===== src/rtl/ival_pkg.sv =====
package ival_pkg;
  typedef struct packed {
    logic irq_en;
    logic auto_rl;
    logic run;
  } ival_ctrl_t;

  localparam logic [3:0] OFF_START = 4'h0;
  localparam logic [3:0] OFF_COUNT = 4'h4;
  localparam logic [3:0] OFF_CTRL  = 4'h8;
  localparam logic [3:0] OFF_STAT  = 4'hC;
endpackage


===== src/rtl/ival_regs.sv =====
module ival_regs
  import ival_pkg::*;
#(
  parameter int CNT_W  = 32,
  parameter int ADDR_W = 4
) (
  input  logic              clk,
  input  logic              rst,
  input  logic [ADDR_W-1:0] bus_addr,
  input  logic              bus_wr,
  input  logic [CNT_W-1:0]  bus_wdata,
  input  logic [CNT_W-1:0]  cnt_i,
  input  logic              flag_i,
  output logic [CNT_W-1:0]  start_q,
  output ival_ctrl_t        ctrl_q,
  output logic              start_wr,
  output logic              clr_wr,
  output logic [CNT_W-1:0]  bus_rdata
);
  localparam logic [ADDR_W-1:0] A_START = ADDR_W'(OFF_START);
  localparam logic [ADDR_W-1:0] A_COUNT = ADDR_W'(OFF_COUNT);
  localparam logic [ADDR_W-1:0] A_CTRL  = ADDR_W'(OFF_CTRL);
  localparam logic [ADDR_W-1:0] A_STAT  = ADDR_W'(OFF_STAT);

  logic             ctrl_wr;
  logic [CNT_W-1:0] rd_mux;

  assign start_wr = bus_wr && (bus_addr == A_START);
  assign ctrl_wr  = bus_wr && (bus_addr == A_CTRL);
  assign clr_wr   = bus_wr && (bus_addr == A_STAT) && bus_wdata[0];

  always_comb begin
    rd_mux = '0;
    if (bus_addr == A_START)      rd_mux = start_q;
    else if (bus_addr == A_COUNT) rd_mux = cnt_i;
    else if (bus_addr == A_CTRL)  rd_mux = CNT_W'(ctrl_q);
    else if (bus_addr == A_STAT)  rd_mux = {{(CNT_W-1){1'b0}}, flag_i};
  end

  always_ff @(posedge clk) begin
    if (rst) begin
      start_q   <= '0;
      ctrl_q    <= '0;
      bus_rdata <= '0;
    end else begin
      if (start_wr) start_q <= bus_wdata;
      if (ctrl_wr)  ctrl_q  <= ival_ctrl_t'(bus_wdata[2:0]);
      bus_rdata <= rd_mux;
    end
  end
endmodule


===== src/rtl/ival_count.sv =====
module ival_count #(
  parameter int CNT_W = 32
) (
  input  logic             clk,
  input  logic             rst,
  input  logic             run,
  input  logic             auto_rl,
  input  logic             start_wr,
  input  logic [CNT_W-1:0] wdata,
  input  logic [CNT_W-1:0] start_q,
  output logic [CNT_W-1:0] cnt_q,
  output logic             tick
);
  localparam logic [CNT_W-1:0] ONE = CNT_W'(1);

  logic armed_q;

  assign tick = run && (cnt_q == '0) && (auto_rl || armed_q);

  always_ff @(posedge clk) begin
    if (rst) begin
      cnt_q   <= '0;
      armed_q <= 1'b1;
    end else if (start_wr) begin
      cnt_q   <= wdata;
      armed_q <= 1'b1;
    end else if (tick) begin
      armed_q <= 1'b0;
      if (auto_rl) cnt_q <= start_q;
    end else if (run && (cnt_q != '0)) begin
      cnt_q <= cnt_q - ONE;
    end
  end
endmodule


===== src/rtl/ival_flag.sv =====
module ival_flag (
  input  logic clk,
  input  logic rst,
  input  logic tick,
  input  logic clr_wr,
  input  logic irq_en,
  output logic flag_q,
  output logic irq
);
  always_ff @(posedge clk) begin
    if (rst)         flag_q <= 1'b0;
    else if (tick)   flag_q <= 1'b1;
    else if (clr_wr) flag_q <= 1'b0;
  end

  assign irq = flag_q & irq_en;
endmodule


===== src/rtl/ival_timer.sv =====
module ival_timer
  import ival_pkg::*;
#(
  parameter int CNT_W  = 32,
  parameter int ADDR_W = 4
) (
  input  logic              clk,
  input  logic              rst,
  input  logic [ADDR_W-1:0] bus_addr,
  input  logic              bus_wr,
  input  logic [CNT_W-1:0]  bus_wdata,
  output logic [CNT_W-1:0]  bus_rdata,
  output logic              irq
);
  logic [CNT_W-1:0] start_q;
  logic [CNT_W-1:0] cnt_q;
  ival_ctrl_t       ctrl_q;
  logic             start_wr;
  logic             clr_wr;
  logic             tick;
  logic             flag_q;

  ival_regs #(.CNT_W(CNT_W), .ADDR_W(ADDR_W)) u_regs (
    .clk(clk), .rst(rst), .bus_addr(bus_addr), .bus_wr(bus_wr),
    .bus_wdata(bus_wdata), .cnt_i(cnt_q), .flag_i(flag_q),
    .start_q(start_q), .ctrl_q(ctrl_q), .start_wr(start_wr),
    .clr_wr(clr_wr), .bus_rdata(bus_rdata)
  );

  ival_count #(.CNT_W(CNT_W)) u_count (
    .clk(clk), .rst(rst), .run(ctrl_q.run), .auto_rl(ctrl_q.auto_rl),
    .start_wr(start_wr), .wdata(bus_wdata), .start_q(start_q),
    .cnt_q(cnt_q), .tick(tick)
  );

  ival_flag u_flag (
    .clk(clk), .rst(rst), .tick(tick), .clr_wr(clr_wr),
    .irq_en(ctrl_q.irq_en), .flag_q(flag_q), .irq(irq)
  );
endmodule


===== config.mk =====
export PLATFORM = sky130hd
export DESIGN_NAME = ival_timer
export DESIGN_NICKNAME = d
export VERILOG_FILES = /design/src/rtl/ival_pkg.sv /design/src/rtl/ival_regs.sv /design/src/rtl/ival_count.sv /design/src/rtl/ival_flag.sv /design/src/rtl/ival_timer.sv
export SDC_FILE = /design/constraint.sdc
export NUM_CORES = 1
export LEC_CHECK = 0
export BUFFER_PORTS_ARGS = -buffer_cell sky130_fd_sc_hd__buf_2
export CORE_UTILIZATION = 55
export DETAILED_ROUTE_END_ITERATION = 16
export PLACE_DENSITY_LB_ADDON = 0.05
export SLEW_MARGIN = 20
export SYNTH_ARGS = -nofsm -noshare
export SYNTH_HDL_FRONTEND = slang
export SYNTH_SLANG_ARGS = --single-unit

===== constraint.sdc =====
create_clock -name clk -period 2.69 [get_ports clk]
set_input_delay 0.538 -clock clk [delete_from_list [all_inputs] [get_ports clk]]
set_output_delay 0.538 -clock clk [all_outputs]
set_load 0.005 [all_outputs]

# Word level (Yosys, flattened, before mapping)

Index checks and enable logic that the tools add are counted.

Input bits: 39
Output and inout bits: 33
Register bits: 101

Reduce and logical (&&, ||, !) cells: 15
Multiplexer cells: 10
Equality and inequality tests: 4
$add $sub $neg: 1
Bitwise operators: 1

Operators with widths:

| kind                                                                     | number |
|---|---|
| 32-bit two-way mux                                                       | 7 |
| 32-bit zero test                                                         | 1 |
| 32-bit nonzero test                                                      | 1 |
| 32-bit by 1-bit subtractor with 32-bit output (second input constant)    | 1 |
| 4-bit equality test (second input constant)                              | 2 |
| 1-bit logical AND                                                        | 7 |
| 4-bit by 3-bit equality test with 1-bit output (second input constant)   | 1 |
| 4-bit zero test                                                          | 1 |
| 1-bit two-way mux                                                        | 3 |
| 3-bit by 2-bit inequality test with 1-bit output (second input constant) | 1 |
| 3-bit nonzero test                                                       | 1 |
| 2-bit AND reduction                                                      | 1 |
| 2-bit nonzero test                                                       | 1 |
| 2-bit OR reduction                                                       | 1 |
| 1-bit AND                                                                | 1 |
| 1-bit logical OR                                                         | 1 |

# Logic depth before layout (Yosys ltp)

Gate-level depths: netlist of the first run.

Word-level depth: 5
Mapped depth: 9

# By module

A second synthesis of the first run with hierarchy kept.

Cells, all modules: 595
Area total of the unflattened synthesis: 4957.3 µm²

By module, submodules not included:

| module     | instances | seq. area each (µm²) | area an instance (µm²) | cells an instance |
|---|---|---|---|---|
| ival_regs  | 1         | 1341.3               | 2473.6                 | 280 |
| ival_count | 1         | 660.6                | 2438.6                 | 310 |
| ival_flag  | 1         | 20.0                 | 45.0                   | 5 |

# Least setup slack after synthesis of the first run

OpenSTA, ideal clock, no wires.

Path kind: register -> register
From: register u_count.cnt_q[0]
To: register u_count.cnt_q[22]
Library setup time: 0.122 ns
Slack: 0.391 ns
Clock period less this slack: 2.299 ns
Stages on the path, launching flop included: 9
Data required time: 2.568 ns
Data arrival time: 2.177 ns
Cells stage by stage: dfxtp_1 > inv_1 > ha_1 > or4b_2 > nor2_1 > nand3_1 > o32ai_1 > a21oi_1 > a311o_1

Cells in the longest elaborated chain, start to end: 5
Elaborated cells between the ends (all ways): 12
Those cells by class: 1 x add/sub; 1 x eq/ne; 3 x mux; 7 x reduce/logical

RTL lines:

| element                                                                               | RTL line         | RTL |
|---|---|---|
| start, declared                                                                       | ival_count.sv:11 | `output logic [CNT_W-1:0] cnt_q,` |
| start signal, assigned                                                                | ival_count.sv:25 | `cnt_q <= wdata;` |
| start signal, assigned                                                                | ival_count.sv:29 | `if (auto_rl) cnt_q <= start_q;` |
| start signal, assigned                                                                | ival_count.sv:31 | `cnt_q <= cnt_q - ONE;` |
| branches (longest 5 deep; another with 32-bit by 1-bit subtractor with 32-bit output) | -                |  |

Parallel ways; which one is timed is not known. The select of a mux whose other input is x is not followed.
A chain may end at the register's enable or synchronous reset.

# Worst setup path after layout of the first run

Ends and elaborated chain as after synthesis.

==> metrics.yaml, run 1 <==
status: "finished clean"
crit_family: "simple AND/OR/NAND/NOR gates"
numCtsBuffers: 9
avgRoutedWirePerCell_um: 17.5
grt.total_usage_pct: 32.1
synth_edf_count: 0
synth_top_area_share_pct: 41.4
grt_pass1_wl_mm: 22.7
yosysWarnings: 0
dr.pass1.iters: 5
clock_tree.root_cell: "clkbuf_8"
num_rows: 34
die_y_um: 96.3
h-tree-depth: 3
peakVddDrop_mv: 0.398
yosys-top-cells-area: "dfxtp_1, nand2_1, a21oi_1"
postLayoutCellArea_um2: 5710
min_period_over_period_pct: 94.0
worst_pin_slew_ns: 0.652
synthArstFlopShare_pct: 0
vias: 4879
ios: 72
setup_viol: 0
avgSynthCellArea_um2: 8.05
coreArea_um2: 8680
crit_required_ns: 2.95
synthCells: 607
synth_fp_nets: 647
cp-start-kind: "flip-flop"
layout_common_cells: "dfxtp_1, nand2_1, nor2_1"
slowest_delay_ns: 0.61
worstHoldStart: "bus_wdata[6]"
fmax_mhz: 396
worstPathArrival_ns: 2.79
yosys_register_bits: 101
clock_sinks: 101
drive_above_1_share_pct: 22.1
via_per_inst: 6.13
antenna_found_initial: 0
maxSlewHeadroom_pct: 56.1
placed_cell_area_um2: 5470
cts_tree: "built"
area_growth_syn_to_layout_pct: 16.9
dieArea_um2: 9270
fillCellCount: 793
clock_path_buffers: 2
r2r-start: "u_count.cnt_q[0]"
grt_pass1_vias: 4467
fin_nets: 723
gp_congestion: 0.910
p_per_area_nw_per_um2: 567
dpl.hpwl_mm: 9.85
grt_start_max_net_pins: 43
crit_buf_inv: 1
insertedDiodeCount: 0
cp_slowest_cell: "or4_4"
drv_slew: 0
max-cap-violations: 0
drt_iter0_drc: 290
drc: 0
drtAntennaViolNets: 0
fin_cells: 796
hold_class: "input port to flip-flop"
power.total_w: 0.00324
grt_overflow_total: 0
fin_skew_ns: 0.0125
start_util_pct: 56.3
layout_commonest_cell: "dfxtp_1"
synth_flop_cell: "dfxtp_1"
port_buffers: 71
endpoint_kind: "flip-flop"
p_leak_nw: 2.22
post-route-util_pct: 65.8
crit_path_start: "u_count.cnt_q[0]"
postCtsHoldBufs: 0
fin_crit_ns: 2.53
clk_pin_slew_ns: 0.10
dp_cells: 775
ys_seq_area_share_pct: 41.4
finalWirelength_mm: 14.0
clk_latency_ns: 0.37
hold_viol_final: 0
synth_area_um2: 4890
synth_top_area_cell: "dfxtp_1"
cp_max_fo: 6
netlist-cell-type-count: 67
path_class: "flip-flop to flip-flop"
cp_cell_sequence: "inv_1, ha_2, nor4b_4, nand2_2, or4_4, o32ai_1, a21oi_1, a311o_1"
die_w_um: 96.3
[worst min-delay path: cells and delay by family]
family          cells  cell delay [ns]
buf+inv             1             0.10
compound gates      1             0.05
simple gates        1             0.05
[where the power goes]
| group | internal (W) | total, W | switching, W |
|---|---|---|---|
| logic | 0.000305 | 0.000713 | 0.000408 |
| registers | 0.00152 | 0.00156 | 0.0000371 |
| clock network | 0.000435 | 0.000970 | 0.000535 |
[worst paths after layout]
check,end,slack (ns),cells past startpoint
worst max register to register,u_count.cnt_q[22],0.16,8
worst min-delay path,u_regs.start_q[6],0.40,3
worst min register to register,u_count.armed_q,0.46,1
worst max-delay path,u_count.cnt_q[22],0.16,8
[state kept, by name, summed over array words and instances, names as in the netlist]
register	cells
u_regs.ctrl_q	3
u_regs.bus_rdata	32
u_flag.flag_q	1
u_regs.start_q	32
u_count.armed_q	1
u_count.cnt_q	32
[synth_stat cells (5+ instances only)]
cell type,count
o21ai_0,19
nor2_1,73
clkbuf_1,28
nand4_1,6
mux2i_1,6
dfxtp_1,101
nand2_1,96
buf_2,10
nand3_1,15
nor4_1,14
inv_1,13
a211oi_1,16
or3_1,5
a22oi_1,30
xnor2_1,7
a21oi_1,56
nor3_1,16
[layout make-up]
| type | count | area (um2) | area share, % |
|---|---|---|---|
| Timing Repair Buffer | 109 | 653 | 11.4 |
| Multi-Input combinational cell | 449 | 2660 | 46.6 |
| Inverter | 13 | 48.8 | 0.854 |
| Sequential cell | 101 | 2020 | 35.4 |
| Clock inverter | 5 | 60.1 | 1.05 |
| Tap cell | 108 | 135 | 2.37 |
| Clock buffer | 11 | 131 | 2.30 |
[per-layer routing]
metal | wire (um) | global-route usage [%]
met1 | 6090 | 42.7
met2 | 6560 | 52.0
met3 | 1010 | 6.40
met4 | 304 | 9.70
met5 | 0 | 0
[per-stage QoR]
step	hold WS, ns	setup TNS (ns)	setup slack [ns]
6_report	0.401	0	0.163
4_1_cts	0.395	0	0.0266
5_1_grt	0.403	-0.0129	-0.0129
3_5_place_dp	0.437	0	0.0652
2_1_floorplan	0.421	0	0.391
3_3_place_gp	0.428	0	0.178
[kinds of logic after synthesis]
kind of cell,after synthesis,synth area share [%]
fa+ha+maj,1,0.256
flops,101,41.4
simple gates,254,25.7
buf+inv,57,4.74
mux,7,1.69
compound gates,176,24.3
xor+xnor,11,1.97
[what timing repair did]
action | CTS | global route
endpoints found under the setup margin | 0 | 15
gates resized for setup | 0 | 4
buffers inserted | 0 | 5
Note: power is estimated with default switching activity, not from simulation.
==> inputs of run 2 (changes only) <==
--- a/config.mk
+++ b/config.mk
@@ -6,10 +6,11 @@
 export NUM_CORES = 1
 export LEC_CHECK = 0
 export BUFFER_PORTS_ARGS = -buffer_cell sky130_fd_sc_hd__buf_2
-export CORE_UTILIZATION = 55
+export CORE_UTILIZATION = 35
 export DETAILED_ROUTE_END_ITERATION = 16
 export PLACE_DENSITY_LB_ADDON = 0.05
 export SLEW_MARGIN = 20
 export SYNTH_ARGS = -nofsm -noshare
 export SYNTH_HDL_FRONTEND = slang
+export SYNTH_HIERARCHICAL = 1
 export SYNTH_SLANG_ARGS = --single-unit
==> run 2 against run 1 <==
Synthesized cell count shrank 2.0%. Utilization decreased by 23 points. Via count fell by 3.1%. Clock power rose by 46%. Final area grew 4.4%. Final cell count rose by 6.0%. Global-route usage decreased by 11 points. Setup slack got worse by 0.0073 ns. Sequential cell count unchanged. Clock-buffer cell count decreased by 2. Critical path depth up 2. First-iteration DRC count rose by 12%.
==> metrics.yaml, run 2 <==
crit_path_start: "u_count/cnt_q[1]"
yosys.area_share.simple_pct: 19.4
fin_cells: 844
cp_cell_sequence: "inv_2, ha_4, or4b_4, nor4_4, buf_4, nand4_1, a21oi_4, buf_4, a21oi_1, a211oi_2"
cts_tree: "built"
synth_fp_nets: 635
timing.rr.end: "u_count/cnt_q[25]"
crit_top_cell: "buf_4"
synth_area_um2: 4960
fin_crit_ns: 2.53
dieArea_um2: 14600
cp_max_fo: 6
die_w_um: 121
layout_commonest_cell: "dfxtp_1"
synth_top_area_cell: "dfxtp_1"
slowest_delay_ns: 0.49
endpoint_kind: "flip-flop"
synth_most_common_cell: "dfxtp_1"
yosys_register_bits: 101
status: "finished clean"
fin_skew_ns: 0.00744
synth.area.mux_share_pct: 0.833
synth_fa_ha_area_share_pct: 0.252
clk_pin_slew_ns: 0.07
r2r-start: "u_count/cnt_q[1]"
rsz0062_at_grt: "no"
synthTopCellsByCount: "dfxtp_1, a21oi_1, nor2_1"
synth_top_area_share_pct: 40.8
reg_top3: "u_count/cnt_q (32), u_regs/bus_rdata (32), u_regs/start_q (32)"
crit_family: "simple AND/OR/NAND/NOR gates"
synth-xor-area-share_pct: 2.12
numCtsBuffers: 9
gp_congestion: 0.792
avgRoutedWirePerCell_um: 17.5
dr.pass1.iters: 5
worstRegToRegCells: 10
antenna_found_initial: 0
drt_iter0_drc: 325
insertedDiodeCount: 0
ys_seq_area_share_pct: 40.8
cp-start-kind: "flip-flop"
avgSynthCellArea_um2: 8.33
min_period_over_period_pct: 94.2
grt_overflow_total: 0
finalWirelength_mm: 14.8
setup_viol: 0
p_leak_nw: 2.45
grt_pass1_vias: 4516
synth_edf_count: 0
synthCells: 595
yosysWarnings: 6
path_class: "flip-flop to flip-flop"
synth_top_family_by_area: "compound AO/OA/AOI/OAI gates"
postCtsHoldBufs: 0
cp_slowest_cell: "or4b_4"
netlist-cell-type-count: 55
worstPathArrival_ns: 2.82
drtAntennaViolNets: 0
area_growth_syn_to_layout_pct: 20.3
ios: 72
vias: 4726
crit_required_ns: 2.97
hold_viol_final: 0
num_rows: 43
max-cap-violations: 0
dpl.hpwl_mm: 9.61
drc: 0
yosys-top-cells-area: "dfxtp_1, a21oi_1, nor2_1"
clock_path_buffers: 2
die_y_um: 121
dp_cells: 824
clock_tree.root_cell: "clkbuf_16"
h-tree-depth: 3
crit_path_end: "u_count/cnt_q[25]"
synthArstFlopShare_pct: 0
cp.depth: 10
layout_common_cells: "dfxtp_1, a21oi_1, buf_2"
maxSlewHeadroom_pct: 48.1
crit_buf_inv: 3
setup_tns_ns: 0
grt.total_usage_pct: 21.3
fin_nets: 700
drive_above_1_share_pct: 24.1
clock_sinks: 101
drv_slew: 0
p_per_area_nw_per_um2: 604
clk_latency_ns: 0.36
grt_start_max_net_pins: 62
coreArea_um2: 13800
port_buffers: 71
regToRegSetupSlack_ns: 0.16
synth-compound-area-share_pct: 30.8
via_per_inst: 5.60
synth_flop_cell: "dfxtp_1"
worst_pin_slew_ns: 0.769
hold_class: "input port to flip-flop"
grt_pass1_wl_mm: 24.3
fmax_mhz: 395
start_util_pct: 35.9
peakVddDrop_mv: 0.347
## run 2: cell count changes after synthesis, sizes merged, moves of 8 or more
cell	delta
a21oi	+20
nand2	-72
nand2b	+9
nand3	+23
nor4	-11
o211ai	+8
o21ai	+26
## run 2: cells by family after synthesis
group | count (synthesis)
xor gates and xnor gates | 12
buffers and inverters | 66
and+or+nand+nor | 188
DFF | 101
muxes | 4
adders and majority gates | 1
AOI/OAI and AO/OA | 223
## run 2: final cells by class
class | count | area [um2]
Fill cell | 1414 | 7860
Clock buffer | 9 | 225
Sequential cell | 101 | 2020
Timing Repair Buffer | 105 | 648
Inverter | 15 | 56.3
Multi-Input combinational cell | 428 | 2700
Clock inverter | 6 | 87.6
Tap cell | 180 | 225
## run 2: repair_timing
| item | 4_1_cts | 5_1_grt |
|---|---|---|
| setup buffers | 0 | 4 |
| endpoints found under the setup margin | 0 | 32 |
| resized for setup | 0 | 15 |
## run 2: how the worst min path moves through the flow
stage,from,endpoint,cells after the start
4_1_cts,bus_wdata[18],u_regs/start_q[18],3
2_1_floorplan,u_count/armed_q,u_count/armed_q,2
3_5_place_dp,u_count/armed_q,u_count/armed_q,2
3_3_place_gp,u_count/armed_q,u_count/armed_q,2
6_report,bus_wdata[29],u_regs/start_q[29],3
5_1_grt,bus_wdata[7],u_regs/start_q[7],3
## run 2: stage by stage
step | util, % | power [W] | setup WS [ns] | hold slack (ns) | instance area (um2)
detailed placement | 40.2 | 0.00219 | 0.142 | 0.471 | 5560
finish | 43.1 | 0.00360 | 0.155 | 0.437 | 5960
CTS | 42.5 | 0.00360 | 0.116 | 0.428 | 5870
global placement | 40.2 | 0.00218 | 0.246 | 0.468 | 5560
global route | 43.1 | 0.00377 | 0.0206 | 0.433 | 5960
floorplan | - | 0.00201 | 0.114 | 0.440 | 4960
## run 2: layer usage
layer / routed length [um] / track usage [%] / vias up / part of all wire (%)
li1: - / - / 2312 / -
met1: 7090 / 29.5 / 2290 / 48
met2: 6860 / 33.4 / 112 / 46
met3: 671 / 3.81 / 12 / 4.5
met4: 189 / 6.71 / 0 / 1.3
met5: 0 / 0 / - / 0
## run 2: power by group
group	internal [W]	switching [W]	leakage (nW)	total, W
Clock	0.000812	0.000604	0.156	0.00142
Sequential	0.00152	0.0000284	0.815	0.00155
Combinational	0.000260	0.000376	1.48	0.000637
## run 2: worst reg2reg max path: cells and delay by family, from the launching register on
kind	cells	cell delay, ns
simple gates	3	0.91
fa+ha+maj	1	0.15
flops	1	0.34
buf+inv	3	0.49
compound gates	3	0.57
==> inputs of run 3 (changes only) <==
--- a/config.mk
+++ b/config.mk
@@ -6,9 +6,11 @@
 export NUM_CORES = 1
 export LEC_CHECK = 0
 export BUFFER_PORTS_ARGS = -buffer_cell sky130_fd_sc_hd__buf_2
+export CORE_MARGIN = 8
 export CORE_UTILIZATION = 35
 export DETAILED_ROUTE_END_ITERATION = 16
 export PLACE_DENSITY_LB_ADDON = 0.05
+export REMOVE_ABC_BUFFERS = 1
 export SLEW_MARGIN = 20
 export SYNTH_ARGS = -nofsm -noshare
 export SYNTH_HDL_FRONTEND = slang
==> run 3 against run 2 <==
Global-route usage is 3.4 points lower. Die area is 24% higher. Utilization is 0.12 points higher. Sequential power hardly changed. Clock skew is 0.00056 ns higher.
==> metrics.yaml, run 3 (synthesized netlist as in run 2, its figures left out) <==
status: "finished clean"
fmax_mhz: 393
top_layer: "met4"
wl_met2_mm: 7.60
power_frac_seq_pct: 44.4
regToRegSetupSlack_ns: 0.15
peakVddDrop_mv: 0.307
dr.pass1.iters: 5
cts_tree: "built"
sw_frac_of_total_pct: 28.2
wl_met3_um: 793
grt_start_max_net_pins: 62
hold_viol_final: 0
layout_common_cells: "dfxtp_1, a21oi_1, buf_2"
clock_path_buffers: 2
fin_skew_ns: 0.00800
fillCellCount: 1426
crit_required_ns: 2.92
max-cap-violations: 0
timing.rr.end: "u_count/cnt_q[22]"
dieArea_um2: 18200
dpl.hpwl_mm: 10.4
worst_pin_slew_ns: 0.519
setup_viol: 0
clock_sinks: 101
combPwrFrac_pct: 18.6
gp_congestion: 0.806
crit_top_cell: "buf_4"
hold_class: "input port to flip-flop"
pre_cts_ws_ns: -0.0368
fin_nets: 702
grt_pass1_vias: 4872
path_class: "flip-flop to flip-flop"
cp_cell_sequence: "inv_1, ha_2, or4b_4, nor4_4, buf_4, nand4_1, buf_6, buf_4, o211ai_1, a211oi_1"
die_y_um: 135
min_period_over_period_pct: 94.5
placed_cell_area_um2: 5600
clockPowerShare_pct: 37.0
drc: 0
slowest_delay_ns: 0.49
p_leak_nw: 2.46
via_per_inst: 5.58
avgRoutedWirePerCell_um: 18.9
endpoint_kind: "flip-flop"
cp_max_fo: 7
grt.total_usage_pct: 17.9
finalWirelength_mm: 16.0
postLayoutCellArea_um2: 6000
drt_iter0_drc: 312
coreArea_um2: 13900
fin_crit_ns: 2.54
drtAntennaViolNets: 0
start_util_pct: 35.7
h-tree-depth: 3
clock_tree.root_cell: "clkbuf_16"
worstPathArrival_ns: 2.77
antenna_found_initial: 0
maxSlewHeadroom_pct: 65.2
m1WireLength_mm: 7.49
p_per_area_nw_per_um2: 581
num_rows: 43
setup_tns_ns: 0
internal_power_w: 0.00250
r2r-start: "u_count/cnt_q[1]"
ios: 72
grt_pass1_wl_mm: 26.2
cp_slowest_cell: "or4b_4"
worstHoldStart: "bus_wdata[20]"
min_path_cells: 3
grt_overflow_total: 0
clk_pin_slew_ns: 0.07
p_sw_w: 0.000985
drv_slew: 0
area_growth_syn_to_layout_pct: 21.1
layout_commonest_cell: "dfxtp_1"
die_w_um: 135
port_buffers: 71
reg_top3: "u_count/cnt_q (32), u_regs/bus_rdata (32), u_regs/start_q (32)"
numCtsBuffers: 9
drive_above_1_share_pct: 24.4
hold_path_end: "u_regs/start_q[20]"
worstRegToRegCells: 10
vias: 4723
clk_latency_ns: 0.35
cp-start-kind: "flip-flop"
layout_setup_ws_ns: 0.148
insertedDiodeCount: 0
## run 3: layer usage
layer | up-vias | global-route usage (%)
li1 | 2319 | -
met1 | 2288 | 21.7
met2 | 105 | 31.1
met3 | 11 | 3.79
met4 | 0 | 5.31
met5 | - | 0
## run 3: power by group through the flow
stage | combinational (W) | sequential, W | clock [W]
global route | 0.000722 | 0.00155 | 0.00140
CTS | 0.000629 | 0.00155 | 0.00134
floorplan | 0.000387 | 0.00158 | 0
global placement | 0.000616 | 0.00158 | 0
detailed placement | 0.000624 | 0.00158 | 0
finish | 0.000650 | 0.00155 | 0.00129
## run 3: what timing repair did
| action | CTS | global route |
|---|---|---|
| resized for setup | 1 | 11 |
| pin swaps | 0 | 4 |
| hold buffers | 0 | 0 |
| setup endpoints to repair | 2 | 26 |
| setup buffers | 0 | 9 |
## run 3: worst max-delay path by stage
stage	from	cells after the start	to
after floorplan	bus_addr[1]	5	u_count/cnt_q[1]
after global placement	u_count/cnt_q[0]	8	u_count/cnt_q[15]
after detailed placement	u_count/cnt_q[0]	9	u_count/cnt_q[31]
after CTS	u_count/cnt_q[0]	9	u_count/cnt_q[31]
after global routing	u_count/cnt_q[1]	11	u_count/cnt_q[1]
final	u_count/cnt_q[1]	10	u_count/cnt_q[22]
## run 3: per-stage QoR
| step | power (W) | hold slack, ns | std cells | utilization, % |
|---|---|---|---|---|
| finish | 0.00349 | 0.445 | 847 | 43.2 |
| global route | 0.00367 | 0.435 | 847 | 43.2 |
| CTS | 0.00352 | 0.432 | 838 | 42.5 |
| detailed placement | 0.00221 | 0.453 | 822 | 40.3 |
| global placement | 0.00220 | 0.460 | 822 | 40.3 |
| floorplan | 0.00196 | 0.440 | 544 | - |
## run 3: cell type report
type	instances	area, um2	share of cell area (%)
well taps	180	225	3.75
clock inverters	3	17.5	0.292
inverters	15	56.3	0.938
repair buffers	107	706	11.8
flip-flops and latches	101	2020	33.7
multi-input cells	428	2700	44.9
clock buffers	13	280	4.67
## run 3: critical path: cells and delay by family, from the launching register on
| family | cells | cell delay (ns) |
|---|---|---|
| AOI/OAI and AO/OA | 2 | 0.31 |
| DFF | 1 | 0.32 |
| and+or+nand+nor | 3 | 0.96 |
| buffers and inverters | 4 | 0.63 |
| adders and majority gates | 1 | 0.19 |
